File: src/rtl/qdec_pkg.sv
// Shared types and helpers for the quadrature decoder.
// Assumes channel values are synchronous to the decoder clock.
package qdec_pkg;

    // Phase difference between two samples, modulo four
    typedef enum logic [1:0] {
        STEP_NONE = 2'd0,
        STEP_FWD  = 2'd1,
        STEP_BAD  = 2'd2,
        STEP_REV  = 2'd3
    } step_e;

    // Map (A,B) onto a 0..3 position along the up sequence 00,10,11,01
    function automatic logic [1:0] phase_of(input logic a, input logic b);
        return {b, a ^ b};
    endfunction

    // Classify the move from an old phase to a new one
    function automatic step_e classify(input logic [1:0] old_ph, input logic [1:0] new_ph);
        logic [1:0] diff;
        diff = new_ph - old_ph;
        return step_e'(diff);
    endfunction

endpackage

File: src/rtl/qdec_phase_decoder.sv
// Stage 1 of the decoder: compares the channels with the last sample and
// registers one event flag, the direction level and the illegal-change flag.
// Assumes qa/qb are synchronized; reset loads the live phase as reference.
module qdec_phase_decoder
    import qdec_pkg::*;
(
    input  logic clk,
    input  logic rst_n,
    input  logic a_in,
    input  logic b_in,
    output logic ev_o,
    output logic dir_o,
    output logic err_o
);

    logic [1:0] prev_ph;
    logic [1:0] cur_ph;
    step_e      step;

    // Current phase and its relation to the stored one
    always_comb begin
        cur_ph = phase_of(a_in, b_in);
        step   = classify(prev_ph, cur_ph);
    end

    // Sample the phase and register the decoded event
    always_ff @(posedge clk) begin
        if (!rst_n) begin
            prev_ph <= cur_ph;
            ev_o    <= 1'b0;
            dir_o   <= 1'b0;
            err_o   <= 1'b0;
        end else begin
            prev_ph <= cur_ph;
            ev_o    <= (step == STEP_FWD) || (step == STEP_REV);
            err_o   <= (step == STEP_BAD);
            if (step == STEP_FWD) begin
                dir_o <= 1'b1;
            end else if (step == STEP_REV) begin
                dir_o <= 1'b0;
            end
        end
    end

endmodule

File: src/rtl/qdec_updown_counter.sv
// Stage 2 of the decoder: applies a registered event to the W-bit counter
// and registers the event and wrap flags aligned with the new count.
// Assumes ev_i and up_i come from stage 1 in the same cycle.
module qdec_updown_counter #(
    parameter int W = 16
) (
    input  logic         clk,
    input  logic         rst_n,
    input  logic         ev_i,
    input  logic         up_i,
    output logic [W-1:0] count_o,
    output logic         ev_o,
    output logic         wrap_o
);

    localparam logic [W-1:0] TOP_VAL = {W{1'b1}};
    localparam logic [W-1:0] ONE_VAL = {{(W-1){1'b0}}, 1'b1};

    logic at_edge;

    // Detect whether the pending step leaves the counter range
    always_comb begin
        at_edge = up_i ? (count_o == TOP_VAL) : (count_o == '0);
    end

    // Update the counter and align the event flags with it
    always_ff @(posedge clk) begin
        if (!rst_n) begin
            count_o <= '0;
            ev_o    <= 1'b0;
            wrap_o  <= 1'b0;
        end else begin
            ev_o   <= ev_i;
            wrap_o <= ev_i && at_edge;
            if (ev_i) begin
                count_o <= up_i ? (count_o + ONE_VAL) : (count_o - ONE_VAL);
            end
        end
    end

endmodule

File: src/rtl/qdec_pulse_gen.sv
// Turns registered event flags into pulses confined to the low clock phase.
// Assumes each flag is registered on the rising edge and held one cycle.
module qdec_pulse_gen #(
    parameter int N = 2
) (
    input  logic         clk,
    input  logic [N-1:0] flag_i,
    output logic [N-1:0] pulse_o
);

    genvar gi;
    generate
        for (gi = 0; gi < N; gi++) begin : g_lane
            // Gate each flag with the inverted clock
            assign pulse_o[gi] = flag_i[gi] & ~clk;
        end
    endgenerate

endmodule

File: src/rtl/qdec_4x.sv
// Four-count-per-cycle quadrature decoder with count and cascade event pins.
// Pipeline: stage 1 decodes and presents direction; stage 2 updates the
// counter; the pulses then fall in the low phase of the stage-2 cycle.
// Assumes qa/qb are synchronized and counts come at least two cycles apart.
module qdec_4x #(
    parameter int W = 16
) (
    input  logic         clk,
    input  logic         rst_n,
    input  logic         qa,
    input  logic         qb,
    output logic [W-1:0] count_val,
    output logic         cnt_pulse,
    output logic         cas_pulse,
    output logic         dir_up,
    output logic         err
);

    localparam int NPULSE = 2;

    logic              ev_s1;
    logic              ev_s2;
    logic              cas_s2;
    logic [NPULSE-1:0] pulses;

    qdec_phase_decoder u_dec (
        .clk   (clk),
        .rst_n (rst_n),
        .a_in  (qa),
        .b_in  (qb),
        .ev_o  (ev_s1),
        .dir_o (dir_up),
        .err_o (err)
    );

    qdec_updown_counter #(.W(W)) u_cnt (
        .clk     (clk),
        .rst_n   (rst_n),
        .ev_i    (ev_s1),
        .up_i    (dir_up),
        .count_o (count_val),
        .ev_o    (ev_s2),
        .wrap_o  (cas_s2)
    );

    qdec_pulse_gen #(.N(NPULSE)) u_pulse (
        .clk     (clk),
        .flag_i  ({cas_s2, ev_s2}),
        .pulse_o (pulses)
    );

    assign cnt_pulse = pulses[0];
    assign cas_pulse = pulses[1];

endmodule

File: config.mk
export PLATFORM = sky130hd
export DESIGN_NAME = qdec_4x
export DESIGN_NICKNAME = d
export VERILOG_FILES = /design/src/rtl/qdec_pkg.sv /design/src/rtl/qdec_phase_decoder.sv /design/src/rtl/qdec_updown_counter.sv /design/src/rtl/qdec_pulse_gen.sv /design/src/rtl/qdec_4x.sv
export SDC_FILE = /design/constraint.sdc
export NUM_CORES = 1
export LEC_CHECK = 0
export BUFFER_PORTS_ARGS = -buffer_cell sky130_fd_sc_hd__buf_2
export CAP_MARGIN = 20
export CORE_ASPECT_RATIO = 0.5
export CORE_MARGIN = 2
export CORE_UTILIZATION = 56
export DETAILED_ROUTE_END_ITERATION = 8
export PLACE_DENSITY = 0.8
export SLEW_MARGIN = 20
export SYNTH_ARGS = -nofsm -noshare
export SYNTH_HDL_FRONTEND = slang
export SYNTH_SLANG_ARGS = --single-unit
File: constraint.sdc
create_clock -name clk -period 2.9 [get_ports clk]
set_clock_uncertainty 0.1 [all_clocks]
set_input_delay 0.29 -clock clk [delete_from_list [all_inputs] [get_ports clk]]
set_output_delay 0.29 -clock clk [all_outputs]
set_load 0.005 [all_outputs]
=== Word-level counts from Yosys, hierarchy flattened ===
Cells that the tools add are included.

* Input port bits: 4
* Output and inout bits: 20
* Bits in registers: 23

* Reduce and logical (&&, ||, !) cells: 4
* Bitwise logic cells: 4
* Add/sub/neg operators: 3
* Equality and inequality tests: 4
* Multiplexer cells: 4

{| class="wikitable"
|+ Operators with widths
! operator !! number
|-
| adder 16 x 1 -> 16 bit (second input constant) || 1
|-
| == test 16 bit (second input constant) || 1
|-
| zero test 16 bit || 1
|-
| two-way mux 16 bit || 1
|-
| subtractor 16 x 1 -> 16 bit (second input constant) || 1
|-
| == test 2 bit (second input constant) || 2
|-
| two-way mux 1 bit || 3
|-
| AND 1 bit || 2
|-
| == test 2 x 1 -> 1 bit (second input constant) || 1
|-
| nonzero test 2 bit || 1
|-
| subtractor 2 bit || 1
|-
| logical AND 1 bit || 1
|-
| logical OR 1 bit || 1
|-
| NOT 1 bit || 1
|-
| bitwise XOR 1 bit || 1
|}

=== Longest topological paths before layout ===
* Word-level depth: 5
* Mapped depth: 10
* Depth with buffers taken out: 9

=== Hierarchy ===
A second synthesis with hierarchy kept.

* Cell total of the unflattened synthesis: 186
* Area total of the unflattened synthesis: 1615.3 um^2

{| class="wikitable"
|+ Modules (own cells, without submodules)
! module !! times used !! cells an instance !! seq. area each (um^2) !! area each (um^2)
|-
| qdec_updown_counter || 1 || 169 || 360.3 || 1416.4
|-
| qdec_phase_decoder || 1 || 15 || 100.1 || 186.4
|-
| qdec_pulse_gen || 1 || 2 || 0.0 || 12.5
|}

==> flow_metrics.env <==
export IMPL_grtUsageMet3_pct=11.30
export IMPL_crit_arrival_ps=2810
export IMPL_endpoint_kind="flip-flop"
export IMPL_synth_edff_count=0
export IMPL_critPathLaunchType="flip-flop"
export IMPL_yosysSeqAreaShare_pct=28.59
export IMPL_r2r_slack_ps=250
export IMPL_first_pass_iters=5
export IMPL_drc=0
export IMPL_cts_hold_buf=1
export IMPL_cts_repair_resized=0
export IMPL_drive_above_1_share_pct=19.11
export IMPL_irDropWorstVdd_mv=0.5428
export IMPL_synth_seq_cells=23
export IMPL_grt_pass1_wl_um=6913
export IMPL_required_ps=3060
export IMPL_antenna_found_initial=0
export IMPL_r2r_end="u_cnt.count_o[14]$_SDFFE_PN0P_"
export IMPL_insertion_delay_ps=380
export IMPL_path_clk_slew_ps=90
export IMPL_placed_cell_area_mm2=0.001758
export IMPL_placeableCoreArea_mm2=0.002668
export IMPL_num_vias=1621
export IMPL_die_w_um=79.84
export IMPL_drt_iter0_drc=110
export IMPL_synth_yosys_warnings=0
export IMPL_worstPathMaxFanout=7
export IMPL_worstHoldPathCells=2
export IMPL_report_final_slew_viol_count=0
export IMPL_syn_to_final_growth_pct=16.24
export IMPL_crit_start="u_dec.dir_o$_SDFFE_PN0P_"
export IMPL_rsz0062_at_grt="false"
export IMPL_fp_row_count=13
export IMPL_mostFrequentLayoutCells="buf_2 (23), dfxtp_1 (23), nor2_1 (22)"
export IMPL_routed_wl_um=4213
export IMPL_worstHoldPathType="input port to flip-flop"
export IMPL_period_share_pct=91.41
export IMPL_worst_slack_ps=249.2
export IMPL_fmax_ghz=0.3772
export IMPL_fin_tns_setup_ps=0
export IMPL_syn_area_per_cell_um2=8.258
export IMPL_overflow=0
export IMPL_syn_nets=215
export IMPL_busiest_layer="met2"
export IMPL_p_per_area_mw_per_mm2=1107
export IMPL_grt_start_max_net_pins=16
export IMPL_io_pin_count=24
export IMPL_yosysUniqueCellTypes=44
export IMPL_drv_cap=0
export IMPL_reg2reg_depth=9
export IMPL_setup_violations=0
export IMPL_yosysTopAreaCell="dfxtp_1"
export IMPL_syn_inst=195
export IMPL_start_util_pct=60.37
export IMPL_status="completed"
export IMPL_cts_setup_buffers=0
export IMPL_final_core_util_pct=70.17
export IMPL_relSlewSlack_pct=58.91
export IMPL_reg2reg_from="u_dec.dir_o$_SDFFE_PN0P_"
export IMPL_use_met1_pct=35.92
export IMPL_diodes=0
export IMPL_wl_per_cell_um=16.08
export IMPL_dpl_worst_slack_ps=384.3
export IMPL_min_period_ps=2651
export IMPL_yosys_most_used_dff="dfxtp_1"
export IMPL_place_port_buffers=23
export IMPL_vias_per_cell=6.187
export IMPL_die_y_um=41.92
export IMPL_dp_hpwl_um=3010
export IMPL_crit_type="flip-flop to flip-flop"
export IMPL_use_met2_pct=41.18
export IMPL_synth_area_top_cells="dfxtp_1 (29%), ha_1 (12%), nor2_1 (5.1%)"
export IMPL_design_area_mm2=0.001872
export IMPL_p_leak_nw=0.8198
export IMPL_ys_async_sr_fraction_pct=0
export IMPL_min_to="u_dec.prev_ph[0]$_DFF_P_"
export IMPL_track_usage_pct=28.06
export IMPL_gp_congestion=0.9055
export IMPL_worst_pin_slew_ps=611.1
export IMPL_die_area_mm2=0.003347
export IMPL_grt_pass1_vias=1482
export IMPL_finalHoldViolations=0
export IMPL_cts_tree="done"
export IMPL_final_nets=246
export IMPL_syn_area_mm2=0.001610
export IMPL_finalPower_mw=2.073
export IMPL_yosys_area_top_type_share_pct=28.59
export IMPL_drtAntennaViolNets=0
export IMPL_hold_path_startpoint="qa"
==> how the worst max path moves through the flow <==
| stage | endpoint | depth (start not counted) |
|---|---|---|
| global placement | u_cnt.count_o[12]$_SDFFE_PN0P_ | 9 |
| finish | u_cnt.count_o[14]$_SDFFE_PN0P_ | 9 |
| global route | u_cnt.count_o[14]$_SDFFE_PN0P_ | 9 |
| detailed placement | u_cnt.count_o[15]$_SDFFE_PN0P_ | 10 |
| CTS | u_cnt.count_o[14]$_SDFFE_PN0P_ | 9 |
| floorplan | u_cnt.count_o[15]$_SDFFE_PN0P_ | 10 |
==> synth_stat cells, drive strengths merged, types with 3 or more instances <==
cell,n
nand2,15
nor2,22
clkbuf,4
a21oi,16
a211oi,9
nor3,3
inv,9
ha,15
nor4,5
a31oi,5
xor2,3
o21a,3
xnor2,8
a21o,3
nor2b,4
dfxtp,23
nand4,5
nand3,10
o21ai,15
==> sequential cells by signal, summed over array words and instances (netlist names) <==
name / flops
u_cnt.count_o: 16
u_cnt.ev_o: 1
u_cnt.wrap_o: 1
u_dec.dir_o: 1
u_dec.err_o: 1
u_dec.ev_o: 1
u_dec.prev_ph: 2
==> routing by layer <==
layer	vias up	wire [um]
met1	731	1777
met3	24	390
met4	0	143
li1	780	-
met2	86	1902
met5	-	0
==> area by class of cell <==
cell class / count / area (um2)
Sequential cell: 23 / 460.4
Clock inverter: 1 / 7.507
Clock buffer: 9 / 106.4
Multi-Input combinational cell: 158 / 1080
Inverter: 9 / 33.78
Fill cell: 234 / 795.8
Tap cell: 37 / 46.29
Timing Repair Buffer: 25 / 137.6
==> metrics by stage <==
stage	std cells	hold slack [ps]
after global routing	262	16.79
after floorplan	195	217.7
after CTS	262	5.294
after global placement	253	318.3
final	262	7.306
after detailed placement	253	318.3
==> cells by family after synthesis <==
group / after synthesis / synth area share, %
DFF: 23 / 28.59
AOI/OAI and AO/OA: 58 / 25.25
and+or+nand+nor: 71 / 21.68
adders and majority gates: 16 / 12.90
xor gates and xnor gates: 11 / 5.983
buffers and inverters: 14 / 4.351
muxes: 2 / 1.243
==> critical path, stage by stage, from the launching register on <==
cell      delay, ps
dfxtp_1         330
inv_1           220
ha_1            330
nor2b_4         150
o31ai_1         510
a21oi_1         250
a21oi_1         240
o21ai_0         170
nand4b_1        140
o211ai_1         80
==> power by group <==
| group | leakage [nW] | switching, mW | internal (mW) |
|---|---|---|---|
| clock | 0.0660 | 0.142 | 0.217 |
| sequential | 0.189 | 0.101 | 0.390 |
| combinational | 0.564 | 0.694 | 0.528 |
Note: power is estimated with default switching activity, not from simulation.
